$ cat src/rtl/ilen_pkg.sv
package ilen_pkg;

  localparam int BYTE_W = 8;
  localparam int WORD_W = 16;
  localparam int LEN_W  = 3;
  localparam int FIELD_BYTES = WORD_W / BYTE_W;

  typedef enum logic [2:0] {
    ST_OPC   = 3'd0,
    ST_MODRM = 3'd1,
    ST_DISP  = 3'd2,
    ST_IMM   = 3'd3,
    ST_HOLD  = 3'd4
  } ilen_state_e;

  typedef struct packed {
    logic       supported;
    logic       one_byte;
    logic       has_modrm;
    logic [1:0] imm_n;
    logic       imm_sext;
  } op_info_t;

  // Opcode family decode for the supported subset
  function automatic op_info_t classify(input logic [BYTE_W-1:0] op);
    op_info_t r;
    r = '0;
    if (op[7:2] == 6'b000000) begin
      r.supported = 1'b1;
      r.has_modrm = 1'b1;
    end else if (op[7:3] == 5'b01000) begin
      r.supported = 1'b1;
      r.one_byte  = 1'b1;
    end else if (op == 8'h80) begin
      r.supported = 1'b1;
      r.has_modrm = 1'b1;
      r.imm_n     = 2'd1;
    end else if (op == 8'h81) begin
      r.supported = 1'b1;
      r.has_modrm = 1'b1;
      r.imm_n     = 2'd2;
    end else if (op == 8'h83) begin
      r.supported = 1'b1;
      r.has_modrm = 1'b1;
      r.imm_n     = 2'd1;
      r.imm_sext  = 1'b1;
    end else if (op[7:1] == 7'b1111111) begin
      r.supported = 1'b1;
      r.has_modrm = 1'b1;
    end
    return r;
  endfunction

  // Number of displacement bytes implied by the addressing byte
  function automatic logic [1:0] disp_count(input logic [1:0] md, input logic [2:0] rm);
    case (md)
      2'b01:   return 2'd1;
      2'b10:   return 2'd2;
      2'b00:   return (rm == 3'b110) ? 2'd2 : 2'd0;
      default: return 2'd0;
    endcase
  endfunction

  // Widen a gathered field of n bytes to a full word
  function automatic logic [WORD_W-1:0] widen(input logic [WORD_W-1:0] raw,
                                              input logic [1:0] n,
                                              input logic sx);
    case (n)
      2'd2:    return raw;
      2'd1:    return {(sx ? {BYTE_W{raw[BYTE_W-1]}} : {BYTE_W{1'b0}}), raw[BYTE_W-1:0]};
      default: return '0;
    endcase
  endfunction

endpackage

$ cat src/rtl/ilen_opclass.sv
module ilen_opclass
  import ilen_pkg::*;
(
  input  logic [BYTE_W-1:0] opcode,
  output op_info_t          info
);
  always_comb info = classify(opcode);
endmodule

$ cat src/rtl/ilen_modrm_dec.sv
module ilen_modrm_dec
  import ilen_pkg::*;
(
  input  logic [BYTE_W-1:0] modrm,
  output logic [1:0]        md,
  output logic [2:0]        rg,
  output logic [2:0]        rm,
  output logic [1:0]        disp_n,
  output logic              rm_is_reg
);
  always_comb begin
    md        = modrm[7:6];
    rg        = modrm[5:3];
    rm        = modrm[2:0];
    disp_n    = disp_count(modrm[7:6], modrm[2:0]);
    rm_is_reg = (modrm[7:6] == 2'b11);
  end
endmodule

$ cat src/rtl/ilen_byte_acc.sv
module ilen_byte_acc #(
  parameter int BYTE_W = 8,
  parameter int NB     = 2,
  localparam int IDX_W = (NB > 1) ? $clog2(NB) : 1
) (
  input  logic                 clk,
  input  logic                 rst,
  input  logic                 clr,
  input  logic                 we,
  input  logic [IDX_W-1:0]     idx,
  input  logic [BYTE_W-1:0]    din,
  output logic [NB*BYTE_W-1:0] value
);
  for (genvar g = 0; g < NB; g++) begin : g_lane
    logic [BYTE_W-1:0] lane_q;
    always_ff @(posedge clk) begin
      if (rst || clr)
        lane_q <= '0;
      else if (we && idx == IDX_W'(g))
        lane_q <= din;
    end
    assign value[g*BYTE_W +: BYTE_W] = lane_q;
  end
endmodule

$ cat src/rtl/ilen_decoder.sv
module ilen_decoder
  import ilen_pkg::*;
(
  input  logic              clk,
  input  logic              rst,
  input  logic              in_valid,
  input  logic [7:0]        in_data,
  output logic              in_ready,
  output logic              out_valid,
  input  logic              out_ready,
  output logic [7:0]        out_opcode,
  output logic [1:0]        out_mod,
  output logic [2:0]        out_reg,
  output logic [2:0]        out_rm,
  output logic [15:0]       out_disp,
  output logic [15:0]       out_imm,
  output logic [LEN_W-1:0]  out_len,
  output logic              out_rm_is_reg,
  output logic              out_error
);

  ilen_state_e state_q, state_d;

  logic [BYTE_W-1:0] op_q;
  logic [1:0]        mod_q;
  logic [2:0]        reg_q, rm_q;
  logic              rm_is_reg_q;
  logic [1:0]        disp_n_q, imm_n_q;
  logic              imm_sext_q;
  logic              idx_q;
  logic [LEN_W-1:0]  len_q;
  logic              err_q;

  // Named internal events
  logic byte_take;
  logic rec_done;
  logic field_last;

  op_info_t   info;
  logic [1:0] dec_mod, dec_disp_n;
  logic [2:0] dec_reg, dec_rm;
  logic       dec_is_reg;

  logic [WORD_W-1:0] disp_raw, imm_raw;
  logic              acc_clr, disp_we, imm_we;

  ilen_opclass u_opclass (
    .opcode (in_data),
    .info   (info)
  );

  ilen_modrm_dec u_modrm (
    .modrm     (in_data),
    .md        (dec_mod),
    .rg        (dec_reg),
    .rm        (dec_rm),
    .disp_n    (dec_disp_n),
    .rm_is_reg (dec_is_reg)
  );

  assign in_ready  = (state_q != ST_HOLD);
  assign out_valid = (state_q == ST_HOLD);
  assign byte_take = in_valid && in_ready;

  always_comb begin
    case (state_q)
      ST_DISP: field_last = (disp_n_q == 2'd1) || idx_q;
      ST_IMM:  field_last = (imm_n_q == 2'd1) || idx_q;
      default: field_last = 1'b0;
    endcase
  end

  assign acc_clr = byte_take && (state_q == ST_OPC);
  assign disp_we = byte_take && (state_q == ST_DISP);
  assign imm_we  = byte_take && (state_q == ST_IMM);

  ilen_byte_acc #(.BYTE_W(BYTE_W), .NB(FIELD_BYTES)) u_disp_acc (
    .clk   (clk),
    .rst   (rst),
    .clr   (acc_clr),
    .we    (disp_we),
    .idx   (idx_q),
    .din   (in_data),
    .value (disp_raw)
  );

  ilen_byte_acc #(.BYTE_W(BYTE_W), .NB(FIELD_BYTES)) u_imm_acc (
    .clk   (clk),
    .rst   (rst),
    .clr   (acc_clr),
    .we    (imm_we),
    .idx   (idx_q),
    .din   (in_data),
    .value (imm_raw)
  );

  // Next-state selection
  always_comb begin
    state_d = state_q;
    case (state_q)
      ST_OPC: if (byte_take) begin
        if (!info.supported || info.one_byte) state_d = ST_HOLD;
        else                                  state_d = ST_MODRM;
      end
      ST_MODRM: if (byte_take) begin
        if (dec_disp_n != 2'd0)     state_d = ST_DISP;
        else if (imm_n_q != 2'd0)   state_d = ST_IMM;
        else                        state_d = ST_HOLD;
      end
      ST_DISP: if (byte_take && field_last) begin
        state_d = (imm_n_q != 2'd0) ? ST_IMM : ST_HOLD;
      end
      ST_IMM: if (byte_take && field_last) state_d = ST_HOLD;
      ST_HOLD: if (out_ready) state_d = ST_OPC;
      default: state_d = ST_OPC;
    endcase
  end

  assign rec_done = byte_take && (state_d == ST_HOLD);

  always_ff @(posedge clk) begin
    if (rst) begin
      state_q     <= ST_OPC;
      op_q        <= '0;
      mod_q       <= '0;
      reg_q       <= '0;
      rm_q        <= '0;
      rm_is_reg_q <= 1'b0;
      disp_n_q    <= '0;
      imm_n_q     <= '0;
      imm_sext_q  <= 1'b0;
      idx_q       <= 1'b0;
      len_q       <= '0;
      err_q       <= 1'b0;
    end else begin
      state_q <= state_d;
      if (byte_take) begin
        case (state_q)
          ST_OPC: begin
            op_q        <= in_data;
            len_q       <= LEN_W'(1);
            err_q       <= !info.supported;
            disp_n_q    <= '0;
            imm_n_q     <= info.supported ? info.imm_n : 2'd0;
            imm_sext_q  <= info.imm_sext;
            idx_q       <= 1'b0;
            reg_q       <= '0;
            if (info.supported && info.one_byte) begin
              mod_q       <= 2'b11;
              rm_q        <= in_data[2:0];
              rm_is_reg_q <= 1'b1;
            end else begin
              mod_q       <= '0;
              rm_q        <= '0;
              rm_is_reg_q <= 1'b0;
            end
          end
          ST_MODRM: begin
            mod_q       <= dec_mod;
            reg_q       <= dec_reg;
            rm_q        <= dec_rm;
            rm_is_reg_q <= dec_is_reg;
            disp_n_q    <= dec_disp_n;
            len_q       <= len_q + LEN_W'(1);
          end
          ST_DISP, ST_IMM: begin
            len_q <= len_q + LEN_W'(1);
            idx_q <= field_last ? 1'b0 : 1'b1;
          end
          default: ;
        endcase
      end
    end
  end

  assign out_opcode    = op_q;
  assign out_mod       = mod_q;
  assign out_reg       = reg_q;
  assign out_rm        = rm_q;
  assign out_disp      = widen(disp_raw, disp_n_q, 1'b1);
  assign out_imm       = widen(imm_raw, imm_n_q, imm_sext_q);
  assign out_len       = len_q;
  assign out_rm_is_reg = rm_is_reg_q;
  assign out_error     = err_q;

endmodule

$ cat config.mk
export PLATFORM = sky130hd
export DESIGN_NAME = ilen_decoder
export DESIGN_NICKNAME = d
export VERILOG_FILES = /design/src/rtl/ilen_pkg.sv /design/src/rtl/ilen_opclass.sv /design/src/rtl/ilen_modrm_dec.sv /design/src/rtl/ilen_byte_acc.sv /design/src/rtl/ilen_decoder.sv
export SDC_FILE = /design/constraint.sdc
export NUM_CORES = 1
export LEC_CHECK = 0
export BUFFER_PORTS_ARGS = -buffer_cell sky130_fd_sc_hd__buf_2
export CORE_MARGIN = 5
export CORE_UTILIZATION = 55
export CTS_CLUSTER_SIZE = 40
export DETAILED_ROUTE_END_ITERATION = 10
export PLACE_DENSITY = 0.81
export RECOVER_POWER = 100
export SLEW_MARGIN = 20
export SYNTH_ARGS = -nofsm -noshare
export SYNTH_HDL_FRONTEND = slang
export SYNTH_SLANG_ARGS = --single-unit
$ cat constraint.sdc
create_clock -name clk -period 2.8 [get_ports clk]
set_clock_uncertainty 0.1 [all_clocks]
set_input_delay 0 -clock clk [delete_from_list [all_inputs] [get_ports clk]]
set_output_delay 0 -clock clk [all_outputs]
set_load 0.05 [all_outputs]
Yosys cells after proc, flatten, opt, wreduce, memory -nomap -nowiden

Cells that the tools add are included.

Input port bits: 12
Register bits after elaboration: 62
Output and inout bits: 55

Eq/ne operators: 23
Bitwise gates (word level): 1
Add/subtract/negate cells: 1
Multiplexer cells: 42
Reductions and logical operators: 30

Operators by type and width:

| cell                                                  | number |
|---|---|
| one-hot mux 16 bit (2 select lines)                   | 2 |
| 2-to-1 mux 3 bit                                      | 11 |
| equality test 8 bit, second input constant            | 3 |
| one-hot mux 3 bit (2 select lines)                    | 3 |
| one-hot mux 3 bit (5 select lines)                    | 1 |
| 2-to-1 mux 1 bit                                      | 12 |
| 2-to-1 mux 2 bit                                      | 6 |
| logical AND 1 bit                                     | 10 |
| nonzero test 2 bit                                    | 5 |
| equality test 2 bit, second input constant            | 4 |
| 2-to-1 mux 8 bit                                      | 1 |
| one-hot mux 2 bit (2 select lines)                    | 2 |
| AND reduction 2 bit                                   | 4 |
| equality test 7 bit, second input constant            | 1 |
| equality test 2 x 1 -> 1 bit, second input constant   | 3 |
| equality test 3 x 2 -> 1 bit, second input constant   | 2 |
| equality test 3 bit, second input constant            | 2 |
| logical NOT 6 bit                                     | 1 |
| inequality test 2 x 1 -> 1 bit, second input constant | 3 |
| one-hot mux 1 bit (2 select lines)                    | 3 |
| one-hot mux 2 bit (3 select lines)                    | 1 |
| equality test 5 x 4 -> 1 bit, second input constant   | 1 |
| AND reduction 5 bit                                   | 1 |
| logical OR 1 bit                                      | 4 |
| other kinds (10)                                      | 11 |

Longest topological paths before layout

Gate-level depths: netlist of the first run.

Word-level depth: 12
Depth in mapped cells: 8
Depth with buffers taken out: 7

Hierarchy

From an unflattened synthesis of the first run, not the netlist that was laid out.

Cells, all modules: 415
Area total of the unflattened synthesis: 3124.2 µm²

By module, submodules not included:

| module         | sequential area each (µm²) | instances | area each (µm²) | cells each |
|---|---|---|---|---|
| ilen_decoder   | 600.6                      | 1         | 1706.6          | 232 |
| ilen_byte_acc  | 320.3                      | 2         | 600.6           | 74 |
| ilen_opclass   | 0.0                        | 1         | 127.6           | 22 |
| ilen_modrm_dec | 0.0                        | 1         | 88.8            | 13 |

Worst setup path before layout of the first run

OpenSTA, ideal clock, no wires.

Kind: flip-flop to output port
Start point: register imm_n_q[0]
End point: output port out_imm[10]
Setup slack: 737 ps
Path buffers: 1
Stages on the path, launching flop included: 6
Data arrival time: 1963 ps
Cell sequence: dfxtp_1 > inv_1 > ha_1 > clkbuf_1 > nand2_1 > a21boi_0

Word-level cells in the longest chain between the ends: 2

RTL lines:

| element                                                                    | line                | source |
|---|---|---|
| start: declaration                                                         | ilen_decoder.sv:28  | `logic [1:0] disp_n_q, imm_n_q;` |
| start signal: assignment                                                   | ilen_decoder.sv:144 | `imm_n_q <= info.supported ? info.imm_n : 2'd0;` |
| equality test 2 x 1 -> 1 bit / equality test 2 bit (equally long branches) | ilen_pkg.sv:68      | `case (n)` |
| one-hot mux 16 bit (2 select lines) *                                      | ilen_pkg.sv:68      |  |
| end: declaration                                                           | ilen_decoder.sv:16  | `output logic [15:0] out_imm,` |

Mark *: on every way between the ends. The rest lies on a longest branch, timed or not.

Worst setup path in the final report of the first run

Start point: register disp_n_q[0]
End point: output port out_disp[2]

Word-level cells in the longest chain between the ends: 2

RTL lines:

| element                                                                    | line                | source |
|---|---|---|
| start: declaration                                                         | ilen_decoder.sv:28  |  |
| start signal: assignment                                                   | ilen_decoder.sv:163 | `disp_n_q <= dec_disp_n;` |
| equality test 2 x 1 -> 1 bit / equality test 2 bit (equally long branches) | ilen_pkg.sv:68      |  |
| one-hot mux 16 bit (2 select lines) *                                      | ilen_pkg.sv:68      |  |
| end: declaration                                                           | ilen_decoder.sv:15  | `output logic [15:0] out_disp,` |

Marks and branches as above.

==> flow_summary.json, run 1 <==
{
  "status": "complete, no violations",
  "die_h_um": 83.7,
  "dr.pass1.iters": 8,
  "crit_start": "disp_n_q[0]$_SDFFE_PP0P_",
  "path_max_fanout": 9,
  "hpwlAfterDp_um": 4980,
  "fin_total_pwr_mw": 2.01,
  "routed-via-count": 2825,
  "diodes": 0,
  "fillers": 462,
  "gp_congestion": 0.819,
  "path_class": "flop to primary output",
  "period_minus_slack_ns": 2.36,
  "max_stage_delay_ns": 0.47,
  "synthFlopType": "dfxtp_1",
  "holdCritStartpoint": "out_reg[1]$_SDFFE_PP0P_",
  "r2r_slack_ns": 0.53,
  "ys_seq_area_frac": 0.415,
  "grt_overflow": 0,
  "grt_pass1_wl_um": 13000,
  "fin_crit_sh": 0.841,
  "grt_start_max_net_pins": 37,
  "required_ns": 2.70,
  "timing.fmax_mhz": 424,
  "synth_seq_cells": 62,
  "synth_warnings": 0,
  "syn_nets": 387,
  "whs_endpoint": "out_reg[1]$_SDFFE_PP0P_",
  "antenna_left": 0,
  "vias_per_cell": 5.55,
  "crit_path_end_kind": "primary output",
  "cts_tree": "done",
  "drv_cap": 0,
  "hp-class": "flop to flop",
  "boundaryPins": 67,
  "grt_pass1_vias": 2662,
  "p_leak_nw": 1.21,
  "slowest_stage": "clkbuf_1",
  "antenna_found_initial": 0,
  "cts_sinks": 62,
  "hold_slack_ns": 0.352,
  "cts_resized": 0,
  "r2r-end": "imm_n_q[0]$_SDFFE_PP0P_",
  "wl_um": 7770,
  "fp.dieArea_sq_um": 7010,
  "async_reset_ff_frac": 0,
  "clockRootBuffer": "clkbuf_8",
  "synthCells": 369,
  "synth_area_sq_um": 2990,
  "synth_edf_count": 0,
  "fin_tns_setup_ns": 0,
  "worst_pin_slew_ns": 1.26,
  "fin_nets": 452,
  "hold_viol": 0,
  "drtIter0Drc": 235,
  "area_delta_synth_final_pct": 19.0,
  "portBuffers": 66,
  "syn_avg_cell_area_sq_um": 8.10,
  "rsz0062_at_grt": "no",
  "drive_gt1_frac": 0.0797,
  "irDropWorstVdd_mv": 0.393,
  "htree_levels": 3,
  "start_util": 0.574,
  "grt.total_usage": 0.227,
  "cp-start-kind": "flop",
  "r2r_cells": 5,
  "insertion_delay_ns": 0.34,
  "core_sq_um": 5200,
  "drc_errors": 0,
  "relSlewSlack": 0.161,
  "yosysUniqueCellTypes": 43,
  "die_w_um": 83.7,
  "drv_slew": 0,
  "wire_per_inst_um": 15.3,
  "rows": 26,
  "path_cells": "inv_1 -> ha_1 -> nor2_1 -> and2_1 -> clkbuf_1",
  "clkTransAtPathRegs_ns": 0.07,
  "crit-reg2reg-launch": "state_q[1]$_SDFFE_PP0P_",
  "cts_buffers": 9,
  "setup_viol": 0,
  "min_path_cells": 2,
  "cts_buffer_depth": 2,
  "crit_arrival_ns": 2.26,
  "power.density_nw_per_um2": 566
}
==> Yosys cell counts (2+ instances only) <==
library cell / number / area share
dfxtp_1: 62 / 0.42
nand2_1: 59 / 0.074
nor2_1: 49 / 0.062
a21oi_1: 36 / 0.060
mux2i_1: 24 / 0.080
nand3_1: 20 / 0.033
and2_1: 17 / 0.036
buf_2: 11 / 0.018
clkbuf_1: 10 / 0.013
inv_1: 9 / 0.011
a21boi_0: 8 / 0.020
o21ai_0: 8 / 0.013
a22oi_1: 6 / 0.015
ha_1: 6 / 0.025
buf_4: 4 / 0.010
nand2b_1: 4 / 0.0084
nor2b_1: 4 / 0.0084
a31oi_1: 2 / 0.0042
nor2_2: 2 / 0.0042
nor3_2: 2 / 0.0067
o21a_1: 2 / 0.0050
o22ai_1: 2 / 0.0042
xor2_1: 2 / 0.0059
==> how the worst max path moves through the flow <==
stage	slack, ns	to	depth (start not counted)
2_1_floorplan	0.74	out_imm[10]	5
3_3_place_gp	0.64	imm_n_q[0]$_SDFFE_PP0P_	5
3_5_place_dp	0.92	state_q[0]$_SDFFE_PP0P_	5
4_1_cts	0.64	out_disp[1]	5
5_1_grt	0.30	out_disp[0]	5
6_report	0.44	out_disp[2]	5
==> repair_timing <==
item / in CTS / in global routing
hold buffers: 11 / 0
setup buffers: 0 / 0
hold endpoints to repair: 36 / 0
==> power by group <==
| group | internal [mW] | total, mW | switching, mW |
|---|---|---|---|
| clock | 0.573 | 0.918 | 0.344 |
| combinational | 0.0483 | 0.190 | 0.141 |
| sequential | 0.895 | 0.906 | 0.0109 |
| total | 1.52 | 2.01 | 0.497 |
==> cell type report <==
type / instances / area (sq um) / share of cell area
multi-input combinational: 272 / 1570 / 0.442
sequential: 62 / 1240 / 0.349
timing repair buffer: 80 / 387 / 0.109
clock buffer: 13 / 169 / 0.0475
tap: 70 / 87.6 / 0.0246
clock inverter: 3 / 65.1 / 0.0183
inverter: 9 / 33.8 / 0.00950
==> routing by layer <==
layer,GRT usage,vias to the layer above,share of wire
li1,-,1369,-
met1,0.291,1326,0.44
met2,0.362,116,0.48
met3,0.0484,14,0.062
met4,0.108,0,0.019
met5,0,-,0
==> cells in the final DEF, fill, tap and decap left out, types with 2 or more instances in the layout <==
cell	instances
a21boi_0	8
a21oi_1	36
a22oi_1	6
a31oi_1	2
and2_1	17
buf_2	11
bufinv_16	2
clkbuf_1	58
clkbuf_8	12
dfxtp_1	62
dlygate4sd3_1	11
ha_1	6
inv_1	9
mux2i_1	24
nand2_1	59
nand2b_1	4
nand3_1	20
nor2_1	49
nor2_2	2
nor2b_1	4
nor3_2	2
o21a_1	2
o21ai_0	8
o22ai_1	2
xor2_1	2
==> per-stage QoR <==
stage                     std cells  area, sq um  utilization  setup slack, ns
after floorplan                 369         2990            -            0.737
after global placement          482         3300        0.633            0.643
after detailed placement        482         3300        0.633            0.916
after CTS                       509         3640        0.699            0.635
after global routing            509         3560        0.683            0.295
final                           509         3560        0.683            0.444
==> cell families after synthesis <==
| logic type | after synthesis | share of synthesized area |
|---|---|---|
| flip-flops | 62 | 0.415 |
| XOR/XNOR | 3 | 0.00879 |
| adder cells (fa/ha/maj) | 6 | 0.0251 |
| buffers and inverters | 35 | 0.0561 |
| multiplexers | 25 | 0.0841 |
| AO/OA/AOI/OAI | 71 | 0.145 |
| AND/OR/NAND/NOR | 167 | 0.266 |
==> critical path: cells and delay by family, from the launching register on <==
kind,cells,cell delay (ns)
AND/OR/NAND/NOR,2,0.60
buffers and inverters,2,0.53
flip-flops,1,0.37
adder cells (fa/ha/maj),1,0.41
Note: power is estimated with default switching activity, not from simulation.
==> inputs of run 2 (changes only) <==
Settings changed: ABC_AREA from default to 1, CORE_UTILIZATION 55 to 53, PLACE_DENSITY 0.81 to 0.79.
Clock period 2.8 ns to 2.4 ns, I/O delays scaled along.
==> flow_summary.json, run 2 <==
{
  "status": "complete, no violations",
  "path_cells": "nor2_4 -> inv_2 -> nor2_2 -> inv_2 -> nor2_1 -> nand2_1 -> a21oi_1 -> dlygate4sd3_1",
  "antenna_found_initial": 0,
  "syn_nets": 407,
  "clockRootBuffer": "clkbuf_8",
  "syn_avg_cell_area_sq_um": 7.40,
  "cts_resized": 0,
  "min_path_cells": 2,
  "r2r_slack_ns": 0.15,
  "grt_start_max_net_pins": 43,
  "ys_seq_area_frac": 0.431,
  "cp_common_cell": "inv_2",
  "path_max_fanout": 13,
  "cts_tree": "done",
  "yosysUniqueCellTypes": 33,
  "synth_edf_count": 0,
  "worst_pin_slew_ns": 0.800,
  "hp-class": "flop to flop",
  "rsz0062_at_grt": "no",
  "synth_area_sq_um": 2880,
  "synthFlopType": "dfxtp_1",
  "crit_start": "state_q[2]$_SDFFE_PP0P_",
  "start_util": 0.553,
  "final_common_cell": "nand2_1",
  "routed-via-count": 2871,
  "grt.total_usage": 0.227,
  "drv_cap": 0,
  "timing.fmax_mhz": 445,
  "boundaryPins": 67,
  "vias_per_cell": 5.27,
  "grt_overflow": 0,
  "synth_area_leaders": "dfxtp_1 (43%), a21oi_1 (11%), nand2_1 (10%), o21ai_0 (7.8%), inv_1 (3.8%)",
  "synthCells": 389,
  "cts_buffers": 9,
  "wl_um": 7880,
  "drc_errors": 0,
  "slowest_stage": "dlygate4sd3_1",
  "yosys.area.top_type": "dfxtp_1",
  "placed_cell_area_sq_um": 3220,
  "crit_path_end_kind": "flop",
  "die_h_um": 83.7,
  "fin_crit_sh": 0.937,
  "cts_sinks": 62,
  "dr.pass1.iters": 4,
  "fp.dieArea_sq_um": 7010,
  "crit_arrival_ns": 2.43,
  "final_cell_mix": "nand2_1 (81), dfxtp_1 (62), a21oi_1 (61), o21ai_0 (52), clkbuf_1 (44)",
  "hold_viol": 0,
  "drtIter0Drc": 139,
  "fin_nets": 488,
  "drv_slew": 0,
  "drive_gt1_frac": 0.141,
  "critPathCapture": "out_reg[1]$_SDFFE_PP0P_",
  "cts_buffer_depth": 2,
  "fin_tns_setup_ns": 0,
  "diodes": 0,
  "insertion_delay_ns": 0.34,
  "portBuffers": 66,
  "postCtsSetupBuffers": 0,
  "die_w_um": 83.7,
  "yosysMostFrequentCell": "nand2_1",
  "synth_warnings": 0,
  "relSlewSlack": 0.464,
  "setup_viol": 0,
  "fin_area_sq_um": 3560,
  "clkTransAtPathRegs_ns": 0.07,
  "synthTopCellsByCount": "nand2_1 (80), dfxtp_1 (62), a21oi_1 (61)",
  "antenna_left": 0,
  "fillers": 493,
  "r2r_cells": 8,
  "hpwlAfterDp_um": 5240,
  "grt_pass1_vias": 2753,
  "wire_per_inst_um": 14.5,
  "max_stage_delay_ns": 0.58,
  "core_sq_um": 5200,
  "power.density_nw_per_um2": 647,
  "grt_pass1_wl_um": 12800,
  "synth_seq_cells": 62,
  "crit-reg2reg-launch": "state_q[2]$_SDFFE_PP0P_",
  "path_class": "flop to flop",
  "rows": 26,
  "period_minus_slack_ns": 2.25,
  "area_delta_synth_final_pct": 23.6,
  "htree_levels": 3,
  "async_reset_ff_frac": 0,
  "cp-start-kind": "flop",
  "synth_top_area_frac": 0.431,
  "p_leak_nw": 1.36,
  "r2r-end": "out_reg[1]$_SDFFE_PP0P_",
  "gp_congestion": 0.912,
  "required_ns": 2.58,
  "irDropWorstVdd_mv": 0.365
}
[run 2: cell types whose count changed in the layout (fill, tap and decap cells not counted), moves of 8 or more]
cell	before	now
mux2i_1	24	0
dlygate4sd3_1	11	19
inv_1	9	30
nand3_1	20	8
o21ai_0	8	52
and2_1	17	0
a21oi_1	36	61
inv_2	0	10
nand2_1	59	81
nor2_1	49	26
clkbuf_1	58	44
clkbuf_2	0	14
a21boi_0	8	0
[run 2: cells by family after synthesis]
logic type               share of synthesized area
AO/OA/AOI/OAI                                0.235
flip-flops                                   0.431
buffers and inverters                       0.0830
XOR/XNOR                                   0.00608
AND/OR/NAND/NOR                              0.219
adder cells (fa/ha/maj)                     0.0261
[run 2: through the flow]
step	util	instances	hold slack [ns]	power (mW)	setup WS, ns
final	0.684	545	0.363	2.30	0.151
after global routing	0.684	545	0.395	2.39	0.0328
after CTS	0.697	545	0.359	2.31	0.244
after detailed placement	0.618	510	0.190	1.31	0.544
after global placement	0.618	510	0.186	1.30	0.611
after floorplan	-	389	0.0427	1.24	0.198
[run 2: power by group]
part	internal [mW]	switching, mW	total [mW]
Clock	0.594	0.411	1.01
Sequential	1.05	0.0158	1.06
Combinational	0.0560	0.178	0.234
[run 2: metal layers]
layer,share of wire,up-vias,track usage
li1,-,1448,-
met5,0,-,0
met3,0.059,15,0.0602
met4,0.022,0,0.0994
met1,0.45,1325,0.280
met2,0.47,83,0.373
[run 2: layout make-up]
cell class	instances	area (sq um)	area share
Timing Repair Buffer	86	474	0.133
Clock buffer	14	183	0.0513
Inverter	40	150	0.0422
Multi-Input combinational cell	271	1390	0.389
Clock inverter	2	37.5	0.0105
Sequential cell	62	1240	0.349
Tap cell	70	87.6	0.0246
[run 2: how the worst min path moves through the flow]
stage	startpoint	endpoint	slack [ns]
3_5_place_dp	in_data[4]	out_reg[1]$_SDFFE_PP0P_	0.19
4_1_cts	out_opcode[5]$_SDFFE_PP0P_	out_opcode[5]$_SDFFE_PP0P_	0.36
6_report	out_opcode[5]$_SDFFE_PP0P_	out_opcode[5]$_SDFFE_PP0P_	0.36
5_1_grt	out_opcode[6]$_SDFFE_PP0P_	out_opcode[6]$_SDFFE_PP0P_	0.40
3_3_place_gp	in_data[5]	out_reg[2]$_SDFFE_PP0P_	0.19
2_1_floorplan	in_data[0]	out_rm[0]$_SDFFE_PP0P_	0.04
[run 2: worst max-delay path: cells and delay by family (launching register included)]
family / cells / cell delay (ns)
AOI/OAI and AO/OA: 1 / 0.16
and+or+nand+nor: 4 / 0.74
DFF: 1 / 0.40
buffers and inverters: 3 / 0.79
[run 2: timing repair]
action	CTS	global route
hold buffers	19	0
endpoints found under the setup margin	0	0
endpoints found under the hold margin	26	0
==> inputs of run 3 (changes only) <==
Settings changed: SETUP_SLACK_MARGIN from default to 0.4.
Clock period 2.4 ns to 2.55 ns, I/O delays scaled along.
==> flow_summary.json, run 3 (synthesis gave the netlist of run 2 again) <==
{
  "grt_pass1_wl_um": 13100,
  "boundaryPins": 67,
  "hpwlAfterDp_um": 5130,
  "final_common_cell": "nand2_1",
  "core_sq_um": 5200,
  "worst_pin_slew_ns": 0.809,
  "grt_start_max_net_pins": 43,
  "die_h_um": 83.7,
  "clkTransAtPathRegs_ns": 0.07,
  "path_max_fanout": 13,
  "insertion_delay_ns": 0.34,
  "setup_viol": 0,
  "fin_cells": 546,
  "status": "complete, no violations",
  "vias_per_cell": 5.39,
  "diodes": 0,
  "fp.dieArea_sq_um": 7010,
  "start_util": 0.553,
  "grt_overflow": 0,
  "power_frac_clock": 0.435,
  "wl_um": 8190,
  "rows": 26,
  "dr.pass1.iters": 5,
  "grt.total_usage": 0.234,
  "placedCellCount": 509,
  "rsz0062_at_grt": "no",
  "irDropWorstVdd_mv": 0.372,
  "fin_crit_sh": 0.880,
  "required_ns": 2.68,
  "switching_power_uw": 591,
  "cts_tree": "done",
  "cts_sinks": 62,
  "timing.fmax_mhz": 446,
  "relSlewSlack": 0.458,
  "cp-start-kind": "input pin",
  "path_class": "input pin to flop",
  "clockRootBuffer": "clkbuf_8",
  "cts_buffer_depth": 2,
  "antenna_found_initial": 0,
  "drc_errors": 0,
  "crit_path_end_kind": "flop",
  "drv_slew": 0,
  "routed-via-count": 2943,
  "area_delta_synth_final_pct": 24.7,
  "drive_gt1_frac": 0.137,
  "power.density_nw_per_um2": 608,
  "p_seq_frac": 0.458,
  "final_cell_mix": "nand2_1 (80), a21oi_1 (61), dfxtp_1 (61), clkbuf_1 (57), o21ai_0 (51)",
  "fin_tns_setup_ns": 0,
  "post-route-util": 0.690,
  "p_leak_nw": 1.31,
  "period_minus_slack_ns": 2.24,
  "die_w_um": 83.7,
  "switching_share": 0.271,
  "cts_buffers": 9,
  "htree_levels": 3,
  "drtIter0Drc": 206,
  "hold_viol": 0,
  "drv_cap": 0,
  "gp_congestion": 0.909,
  "wire_per_inst_um": 15.0,
  "fin_nets": 489,
  "grt_pass1_vias": 2744,
  "portBuffers": 66,
  "p_int_mw": 1.59,
  "hp-class": "flop to flop",
  "pwr-share-comb": 0.106,
  "antenna_left": 0,
  "crit_arrival_ns": 2.37
}
[run 3: changes by cell type in the layout (fill, tap and decap cells not counted), moves of 2 or more]
| cell | before | now |
|---|---|---|
| buf_4 | 1 | 3 |
| clkbuf_1 | 44 | 57 |
| clkbuf_2 | 14 | 0 |
| clkbuf_8 | 13 | 9 |
| clkinv_2 | 0 | 2 |
| clkinvlp_4 | 1 | 3 |
| inv_1 | 30 | 27 |
| nor2_1 | 26 | 22 |
| nor2_4 | 3 | 6 |
[run 3: path summary, 6_finish.rpt]
check,slack [ns],end,cells after the start,start
setup reg to reg,0.35,out_mod[0]$_SDFFE_PP0P_,8,state_q[2]$_SDFFE_PP0P_
hold reg to reg,0.36,out_opcode[2]$_SDFFE_PP0P_,2,out_opcode[2]$_SDFFE_PP0P_
setup / recovery,0.31,out_mod[0]$_SDFFE_PP0P_,11,in_valid
hold / removal,0.36,out_opcode[2]$_SDFFE_PP0P_,2,out_opcode[2]$_SDFFE_PP0P_
[run 3: repair_timing]
item / in CTS / in global routing
hold buffers: 18 / 0
gates resized for setup: 0 / 19
hold endpoints to repair: 29 / 0
setup endpoints to repair: 0 / 4
setup buffers: 0 / 3
[run 3: power by group through the flow]
stage	combinational, mW	sequential (mW)	clock [mW]
after floorplan	0.102	1.07	0
after global placement	0.205	1.02	0
after detailed placement	0.208	1.02	0
after CTS	0.225	0.999	0.958
after global routing	0.249	1.00	1.02
final	0.232	1.00	0.949
[run 3: cell type report]
type / count / area, sq um
flip-flops and latches: 62 / 1240
repair buffers: 87 / 463
clock buffers: 10 / 128
multi-input cells: 271 / 1420
inverters: 40 / 163
well taps: 70 / 87.6
clock inverters: 6 / 86.3
fillers: 469 / 1610
[run 3: layer usage]
metal / share of wire / vias to the layer above / wire, um / global-route usage
met2: 0.47 / 125 / 3880 / 0.388
met3: 0.081 / 24 / 663 / 0.0661
li1: - / 1446 / - / -
met1: 0.41 / 1348 / 3400 / 0.278
met5: 0 / - / 0 / 0
met4: 0.031 / 0 / 255 / 0.114
[run 3: per-stage QoR]
step           setup WS, ns  hold slack, ns  total power, mW  instance area, sq um
2_1_floorplan         0.348          0.0427             1.17                  2880
3_3_place_gp          0.767           0.186             1.23                  3210
3_5_place_dp          0.708           0.189             1.23                  3210
4_1_cts               0.419           0.359             2.18                  3600
5_1_grt               0.205           0.390             2.27                  3590
6_report              0.306           0.363             2.18                  3590
[run 3: worst max-delay path, cell delays in order]
cell	delay, ns
dlygate4sd3_1	0.53
buf_2	0.14
inv_2	0.19
nor2_4	0.07
inv_2	0.09
nor2_2	0.03
inv_1	0.41
a21oi_4	0.08
o21ai_0	0.13
a21oi_1	0.10
dlygate4sd3_1	0.60
